--- config.mk ---
export PLATFORM = sky130hd
export DESIGN_NAME = opnd_addr_seq
export DESIGN_NICKNAME = d
export VERILOG_FILES = /design/src/rtl/oas_pkg.sv /design/src/rtl/oas_step_unit.sv /design/src/rtl/oas_rd_port.sv /design/src/rtl/opnd_addr_seq.sv
export SDC_FILE = /design/constraint.sdc
export NUM_CORES = 1
export LEC_CHECK = 0
export ABC_AREA = 1
export BUFFER_PORTS_ARGS = -buffer_cell sky130_fd_sc_hd__buf_2
export CAP_MARGIN = 25
export CORE_MARGIN = 4
export CORE_UTILIZATION = 35
export CTS_CLUSTER_SIZE = 16
export DETAILED_ROUTE_END_ITERATION = 8
export GPL_TIMING_DRIVEN = 0
export MAX_ROUTING_LAYER = met4
export SYNTH_ARGS = -nofsm -noshare
export SYNTH_HDL_FRONTEND = slang
export SYNTH_HIERARCHICAL = 1
export SYNTH_SLANG_ARGS = --single-unit
--- constraint.sdc ---
create_clock -name clk -period 3.4 [get_ports clk]
set_input_delay 0.68 -clock clk [delete_from_list [all_inputs] [get_ports clk]]
set_output_delay 0.68 -clock clk [all_outputs]
set_load 0.01 [all_outputs]
--- src/rtl/oas_pkg.sv ---
package oas_pkg;

   typedef enum logic [2:0] {
      AM_REG         = 3'd0,
      AM_REG_IND     = 3'd1,
      AM_POSTINC     = 3'd2,
      AM_POSTINC_IND = 3'd3,
      AM_PREDEC      = 3'd4,
      AM_PREDEC_IND  = 3'd5,
      AM_INDEX       = 3'd6,
      AM_INDEX_IND   = 3'd7
   } amode_e;

   typedef enum logic [2:0] {
      ST_IDLE,
      ST_BASE,
      ST_IDX_PC,
      ST_IDX_WAIT,
      ST_IDX_ADD,
      ST_PTR_WAIT,
      ST_DONE
   } seq_state_e;

   function automatic logic am_autoinc(input logic [2:0] m);
      return m[2:1] == 2'b01;
   endfunction

   function automatic logic am_autodec(input logic [2:0] m);
      return m[2:1] == 2'b10;
   endfunction

   function automatic logic am_indexed(input logic [2:0] m);
      return m[2:1] == 2'b11;
   endfunction

   // extra pointer read: modes 3, 5, 7
   function automatic logic am_needs_ptr(input logic [2:0] m);
      return m[0] && (m[2] || m[1]);
   endfunction

endpackage

--- src/rtl/oas_step_unit.sv ---
module oas_step_unit #(
   parameter int W      = 16,
   parameter int NREG   = 8,
   parameter int SP_IDX = 6,
   parameter int PC_IDX = 7
) (
   input  logic [$clog2(NREG)-1:0] reg_idx,
   input  logic                    byte_op,
   input  logic                    deferred,
   input  logic                    decrement,
   input  logic [W-1:0]            base,
   output logic [W-1:0]            next_val
);
   localparam int RSEL_W = $clog2(NREG);

   logic [NREG-1:0] wide_mask;
   logic [W-1:0]    inc;

   // registers that always step by a full word
   for (genvar gi = 0; gi < NREG; gi++) begin : g_mask
      if (gi == SP_IDX || gi == PC_IDX) begin : g_wide
         assign wide_mask[gi] = 1'b1;
      end else begin : g_narrow
         assign wide_mask[gi] = 1'b0;
      end
   end

   always_comb begin
      if (wide_mask[reg_idx] || deferred || !byte_op) inc = W'(2);
      else                                           inc = W'(1);
      next_val = decrement ? (base - inc) : (base + inc);
   end

   initial begin
      assert (RSEL_W >= 1) else $error("oas_step_unit: NREG too small");
   end
endmodule

--- src/rtl/oas_rd_port.sv ---
module oas_rd_port #(
   parameter int W = 16
) (
   input  logic         clk,
   input  logic         rst_n,
   input  logic         issue,
   input  logic [W-1:0] issue_addr,
   output logic         mem_req,
   output logic [W-1:0] mem_addr,
   input  logic         mem_ack,
   input  logic [W-1:0] mem_rdata,
   output logic         rsp_valid,
   output logic [W-1:0] rsp_data
);
   always_ff @(posedge clk or negedge rst_n) begin
      if (!rst_n) begin
         mem_req  <= 1'b0;
         mem_addr <= '0;
      end else if (issue) begin
         mem_req  <= 1'b1;
         mem_addr <= issue_addr;
      end else if (mem_req && mem_ack) begin
         mem_req  <= 1'b0;
      end
   end

   assign rsp_valid = mem_req && mem_ack;
   assign rsp_data  = mem_rdata;

   assert_req_hold_R12: assert property (@(posedge clk) disable iff (!rst_n)
      (mem_req && !mem_ack) |=> (mem_req && $stable(mem_addr)));

   assert_single_outstanding_R12: assert property (@(posedge clk) disable iff (!rst_n)
      issue |-> (!mem_req || mem_ack));

   assert_even_read_R10: assert property (@(posedge clk) disable iff (!rst_n)
      mem_req |-> !mem_addr[0]);
endmodule

--- src/rtl/opnd_addr_seq.sv ---
module opnd_addr_seq
   import oas_pkg::*;
#(
   parameter int W      = 16,
   parameter int NREG   = 8,
   parameter int SP_IDX = 6,
   parameter int PC_IDX = 7
) (
   input  logic         clk,
   input  logic         rst_n,
   input  logic         start,
   input  logic         byte_op,
   input  logic [2:0]   src_mode,
   input  logic [2:0]   src_reg,
   input  logic [2:0]   dst_mode,
   input  logic [2:0]   dst_reg,
   output logic         busy,
   output logic         done,
   output logic         src_is_reg,
   output logic [2:0]   src_sel,
   output logic [15:0]  src_addr,
   output logic         dst_is_reg,
   output logic [2:0]   dst_sel,
   output logic [15:0]  dst_addr,
   output logic [2:0]   reg_rd_sel,
   input  logic [15:0]  reg_rd_data,
   output logic         reg_wr_en,
   output logic [2:0]   reg_wr_sel,
   output logic [15:0]  reg_wr_data,
   output logic         mem_req,
   output logic [15:0]  mem_addr,
   input  logic         mem_ack,
   input  logic [15:0]  mem_rdata
);
   localparam int RSEL_W = $clog2(NREG);
   localparam logic [RSEL_W-1:0] PC_SEL = RSEL_W'(PC_IDX);
   localparam logic [W-1:0] NEG1 = {W{1'b1}};
   localparam logic [W-1:0] NEG2 = {{(W-1){1'b1}}, 1'b0};

   seq_state_e        st;
   logic              cur_dst;
   logic              byte_q;
   logic [2:0]        smode_q, dmode_q;
   logic [RSEL_W-1:0] sreg_q, dreg_q;
   logic [W-1:0]      idx_q;

   logic [2:0]        cm;
   logic [RSEL_W-1:0] cr;
   logic [W-1:0]      step_val;
   logic              rsp_valid;
   logic [W-1:0]      rsp_data;

   logic              rec_en, rec_reg;
   logic [W-1:0]      rec_addr, rec_final;
   logic              iss_en;
   logic [W-1:0]      iss_addr, iss_addr_al;
   logic [W-1:0]      ea_sum;

   assign cm = cur_dst ? dmode_q : smode_q;
   assign cr = cur_dst ? dreg_q  : sreg_q;

   oas_step_unit #(.W(W), .NREG(NREG), .SP_IDX(SP_IDX), .PC_IDX(PC_IDX)) u_step (
      .reg_idx   (cr),
      .byte_op   (byte_q),
      .deferred  (am_needs_ptr(cm)),
      .decrement (am_autodec(cm)),
      .base      (reg_rd_data),
      .next_val  (step_val)
   );

   oas_rd_port #(.W(W)) u_rd (
      .clk        (clk),
      .rst_n      (rst_n),
      .issue      (iss_en),
      .issue_addr (iss_addr_al),
      .mem_req    (mem_req),
      .mem_addr   (mem_addr),
      .mem_ack    (mem_ack),
      .mem_rdata  (mem_rdata),
      .rsp_valid  (rsp_valid),
      .rsp_data   (rsp_data)
   );

   assign ea_sum      = reg_rd_data + idx_q;
   assign iss_addr_al = {iss_addr[W-1:1], 1'b0};
   assign rec_final   = byte_q ? rec_addr : {rec_addr[W-1:1], 1'b0};

   // per-state datapath control
   always_comb begin
      rec_en      = 1'b0;
      rec_reg     = 1'b0;
      rec_addr    = reg_rd_data;
      iss_en      = 1'b0;
      iss_addr    = reg_rd_data;
      reg_wr_en   = 1'b0;
      reg_wr_sel  = cr;
      reg_wr_data = step_val;
      reg_rd_sel  = (st == ST_IDX_PC) ? PC_SEL : cr;
      unique case (st)
         ST_BASE: begin
            if (cm == AM_REG) begin
               rec_en  = 1'b1;
               rec_reg = 1'b1;
            end else if (cm == AM_REG_IND) begin
               rec_en = 1'b1;
            end else if (am_autoinc(cm)) begin
               reg_wr_en = 1'b1;
               if (am_needs_ptr(cm)) iss_en = 1'b1;
               else                  rec_en = 1'b1;
            end else if (am_autodec(cm)) begin
               reg_wr_en = 1'b1;
               iss_addr  = step_val;
               rec_addr  = step_val;
               if (am_needs_ptr(cm)) iss_en = 1'b1;
               else                  rec_en = 1'b1;
            end
         end
         ST_IDX_PC: begin
            iss_en      = 1'b1;
            reg_wr_en   = 1'b1;
            reg_wr_sel  = PC_SEL;
            reg_wr_data = reg_rd_data + W'(2);
         end
         ST_IDX_ADD: begin
            iss_addr = ea_sum;
            rec_addr = ea_sum;
            if (am_needs_ptr(cm)) iss_en = 1'b1;
            else                  rec_en = 1'b1;
         end
         ST_PTR_WAIT: begin
            rec_addr = rsp_data;
            rec_en   = rsp_valid;
         end
         default: ;
      endcase
   end

   // sequencing
   always_ff @(posedge clk or negedge rst_n) begin
      if (!rst_n) begin
         st      <= ST_IDLE;
         cur_dst <= 1'b0;
         byte_q  <= 1'b0;
         smode_q <= '0;
         dmode_q <= '0;
         sreg_q  <= '0;
         dreg_q  <= '0;
         idx_q   <= '0;
      end else begin
         unique case (st)
            ST_IDLE: begin
               if (start) begin
                  byte_q  <= byte_op;
                  smode_q <= src_mode;
                  dmode_q <= dst_mode;
                  sreg_q  <= src_reg[RSEL_W-1:0];
                  dreg_q  <= dst_reg[RSEL_W-1:0];
                  cur_dst <= 1'b0;
                  st      <= ST_BASE;
               end
            end
            ST_BASE: begin
               if (am_indexed(cm)) st <= ST_IDX_PC;
               else if (iss_en)    st <= ST_PTR_WAIT;
               else if (cur_dst)   st <= ST_DONE;
               else begin
                  cur_dst <= 1'b1;
                  st      <= ST_BASE;
               end
            end
            ST_IDX_PC: st <= ST_IDX_WAIT;
            ST_IDX_WAIT: begin
               if (rsp_valid) begin
                  idx_q <= rsp_data;
                  st    <= ST_IDX_ADD;
               end
            end
            ST_IDX_ADD: begin
               if (iss_en)       st <= ST_PTR_WAIT;
               else if (cur_dst) st <= ST_DONE;
               else begin
                  cur_dst <= 1'b1;
                  st      <= ST_BASE;
               end
            end
            ST_PTR_WAIT: begin
               if (rsp_valid) begin
                  if (cur_dst) st <= ST_DONE;
                  else begin
                     cur_dst <= 1'b1;
                     st      <= ST_BASE;
                  end
               end
            end
            ST_DONE: st <= ST_IDLE;
            default: st <= ST_IDLE;
         endcase
      end
   end

   // descriptors
   always_ff @(posedge clk or negedge rst_n) begin
      if (!rst_n) begin
         src_is_reg <= 1'b0;
         src_sel    <= '0;
         src_addr   <= '0;
         dst_is_reg <= 1'b0;
         dst_sel    <= '0;
         dst_addr   <= '0;
      end else if (rec_en) begin
         if (!cur_dst) begin
            src_is_reg <= rec_reg;
            src_sel    <= 3'(cr);
            src_addr   <= rec_reg ? '0 : rec_final;
         end else begin
            dst_is_reg <= rec_reg;
            dst_sel    <= 3'(cr);
            dst_addr   <= rec_reg ? '0 : rec_final;
         end
      end
   end

   assign busy = (st != ST_IDLE);
   assign done = (st == ST_DONE);

   initial begin
      assert (W == 16) else $error("opnd_addr_seq: ports are 16 bits wide");
      assert (NREG == 8) else $error("opnd_addr_seq: register field is 3 bits");
      assert (SP_IDX < NREG && PC_IDX < NREG) else $error("opnd_addr_seq: special index out of range");
      assert (SP_IDX != PC_IDX) else $error("opnd_addr_seq: SP and PC must differ");
   end

   assert_idle_quiet_R1: assert property (@(posedge clk) disable iff (!rst_n)
      !busy |-> (!reg_wr_en && !mem_req && !done));

   assert_done_pulse_R11: assert property (@(posedge clk) disable iff (!rst_n)
      done |=> !done);

   assert_fields_held_R11: assert property (@(posedge clk) disable iff (!rst_n)
      (busy && start) |=> ($stable(smode_q) && $stable(dmode_q) && $stable(byte_q)));

   assert_step_size_R6: assert property (@(posedge clk) disable iff (!rst_n)
      reg_wr_en |-> ((reg_wr_data - reg_rd_data) == W'(1) || (reg_wr_data - reg_rd_data) == W'(2)
                  || (reg_wr_data - reg_rd_data) == NEG1 || (reg_wr_data - reg_rd_data) == NEG2));

   assert_wide_regs_R6: assert property (@(posedge clk) disable iff (!rst_n)
      (reg_wr_en && (reg_wr_sel == RSEL_W'(SP_IDX) || reg_wr_sel == PC_SEL))
         |-> ((reg_wr_data - reg_rd_data) == W'(2) || (reg_wr_data - reg_rd_data) == NEG2));

   assert_word_aligned_R10: assert property (@(posedge clk) disable iff (!rst_n)
      (done && !byte_q) |-> ((src_is_reg || !src_addr[0]) && (dst_is_reg || !dst_addr[0])));
endmodule

==> metrics.md <==
| Metric | Value |
|---|---|
| Setup slack, reg-to-reg | 0.22 ns |
| Comb power frac | 71.4% |
| Ys Warns | 6 |
| Wire length of the first global-routing pass | 38,300 microns |
| Status | finished, violations left |
| I/O pin count | 131 |
| R2r endpoint | dst_addr[13] |
| Delay-heaviest family, CP | simple AND/OR/NAND/NOR gates |
| Setup CP Type | register to output pin |
| Fin. Hold Viols | 0 |
| LEAKAGE | 5.15 nW |
| Reg power frac | 18.7% |
| Setup violators final | 14 |
| Fin crit share | 108% |
| Post-synthesis cell count | 1,039 |
| PD cells | 1070 nW/um^2 |
| IO Port Bufs | 114 |
| All-Layer GR Usage | 21.0% |
| Slew HR | 52.1% |
| Initial DRC count | 390 |
| WL per Instance | 16.3 microns |
| Residual DRC | 0 |
| Multi-input gate area | 4690 sq um |
| Pre-Repair DR Iteration Count | 5 |
| Pwr Total | 10.2 mW |
| Worst setup SP type | register |
| P_sw | 4.99 mW |
| Vias in the first global route | 7,266 |
| H-Tree Level Count | 3 |
| Clock Latency Late Sink | 0.35 ns |
| Worst path cell trace | buf_6, o21ai_4, ha_2, inv_2, nand2_2, inv_4, nor2_4, nand2_4, fa_2, inv_2, nand4_1, nand2_2, nand2_2, nand2_1, nand2_1, nand2_2, nand2_2, nand2_2, buf_6 |
| Worst Path Max Fanout | 4 |
| Clock power share | 9.8% |
| Max Buffers Root-to-Sink | 2 |
| Initial antenna violation count | 1 |
| CTS tree | yes |
| Hpwl dp | 19,000 microns |
| Tmin final | 3.66 ns |
| Final nets | 1,294 |
| Final worst slack | -0.263 ns |
| Failing checks | setup timing |
| Die area | 23,400 sq um |
| Die width | 153 microns |
| Maximum vdd drop | 671 uV |
| Die Span Y | 153 microns |
| Critical path's most frequent cell | nand2_2 |
| Initial Utilization | 36.0% |
| Post-route antenna net violation count | 0 |
| Final Util | 46.7% |
| Avg Inst Size Synth | 7.08 sq um |
| Fillcell total | 2,148 |
| DR vias | 7,284 |
| Largest net degree at the start of global routing | 59 |
| Unrepaired setup endpoints after global routing | yes |
| Reg2Reg Launch Point | cur_dst |
| Post-Syn Area | 7350 sq um |
| F_max | 273 MHz |
| Core ar. | 20,400 sq um |
| Internal power | 5.21 mW |
| CTS Buf Count | 9 |
| GRT overflow | 0 |
| Clock Tree Root | clkbuf_16 |
| P&R area growth vs syn | 29.9% |
| Total Wirelength | 24,200 microns |
| Maxcap violations | 0 |
| Worst Hold Class | input port to asynchronous set/reset pin |
| Sequential cell area | 2250 sq um |
| Clock skew | 0.00915 ns |
| Layout cells sized above 1 | 31.2% |
| Post-Syn Nets | 1,125 |
| Buf/Inv on CP | 5 |
| RD Place Congestion | 0.900 |
| Clk sinks | 90 |
| CP required | 2.72 ns |
| Vias per Instance | 4.91 |
| Crit end category | output pin |
| Clk slew on worst S/H paths | 0.07 ns |
| Crit path DAT | 2.98 ns |
| Slew at the pin with the worst max-slew slack | 0.718 ns |
| Worst path max stage delay | 0.47 ns |
| Reg2reg path depth | 24 |
| Sw frac | 48.9% |
| Num rows | 52 |
| Max stage delay cell, worst path | dfrtp_2 |
| Fin. max-slew vios | 0 |
[power groups by stage]
stage	sequential, mW	clock (mW)	combinational, mW
2_1_floorplan	2.01	0	3.95
3_3_place_gp	1.91	0	5.80
3_5_place_dp	1.91	0	5.87
4_1_cts	1.92	1.03	6.83
5_1_grt	1.98	1.07	8.06
6_report	1.91	1.00	7.29
[repair_timing]
item	in CTS	in global routing
cloned	0	0
resized for setup	93	37
setup endpoints to repair	45	16
hold buffers	0	0
setup buffers	31	12
pin swaps	34	36
[area by class of cell]
type	count	area share, %
Multi-Input combinational cell	756	49.1
Sequential cell	90	23.6
Timing Repair Buffer	158	10.8
Inverter	147	6.09
Buffer	46	3.92
Tap cell	270	3.54
Clock buffer	12	2.48
Clock inverter	4	0.537
Antenna cell	1	0.0262
[layer usage]
metal | global-route usage, % | vias to the layer above | routed length (microns) | share of wire [%]
met4 | 4.75 | 0 | 444 | 1.8
met3 | 3.96 | 30 | 1190 | 4.9
li1 | - | 3652 | - | -
met5 | - | - | 0 | 0
met2 | 35.0 | 184 | 11800 | 49
met1 | 26.7 | 3418 | 10800 | 45
[cell usage in the layout, fill, tap and decap left out, drive strengths merged]
| master | instances |
|---|---|
| o211ai | 14 |
| clkinv | 2 |
| mux2 | 16 |
| clkbuf | 22 |
| nand3b | 4 |
| a211oi | 1 |
| o21bai | 1 |
| nor4 | 1 |
| nor2 | 42 |
| a21oi | 59 |
| inv | 147 |
| diode | 1 |
| conb | 1 |
| fa | 2 |
| xor2 | 13 |
| nand2 | 376 |
| or2 | 4 |
| ha | 35 |
| nor3 | 11 |
| bufinv | 1 |
| o21ai | 68 |
| clkinvlp | 1 |
| nand4 | 14 |
| dfrtp | 90 |
| buf | 194 |
| o221ai | 1 |
| o22ai | 1 |
| nand3 | 86 |
| xnor2 | 5 |
| o31ai | 1 |
[stage by stage]
stage / std cells / setup slack (ns) / cell area (sq um) / hold WS (ns) / setup TNS [ns]
floorplan: 1039 / 0.0598 / 7350 / 0.384 / 0
global placement: 1423 / -0.615 / 8260 / 0.455 / -7.78
detailed placement: 1424 / -0.659 / 8290 / 0.453 / -9.09
CTS: 1471 / -0.245 / 9290 / 0.289 / -2.41
global route: 1484 / -0.420 / 9550 / 0.317 / -5.29
finish: 1484 / -0.263 / 9550 / 0.290 / -3.15
[worst max-delay path by stage]
stage,startpoint,endpoint,slack [ns],cells after the start
6_report,cur_dst,reg_wr_data[10],-0.26,19
5_1_grt,cur_dst,reg_wr_data[14],-0.42,19
2_1_floorplan,cur_dst,reg_wr_data[8],0.06,11
4_1_cts,cur_dst,reg_wr_data[8],-0.25,17
3_3_place_gp,cur_dst,reg_wr_data[8],-0.61,12
3_5_place_dp,cur_dst,reg_wr_data[8],-0.66,12
Power figures use the tool's default switching activity.
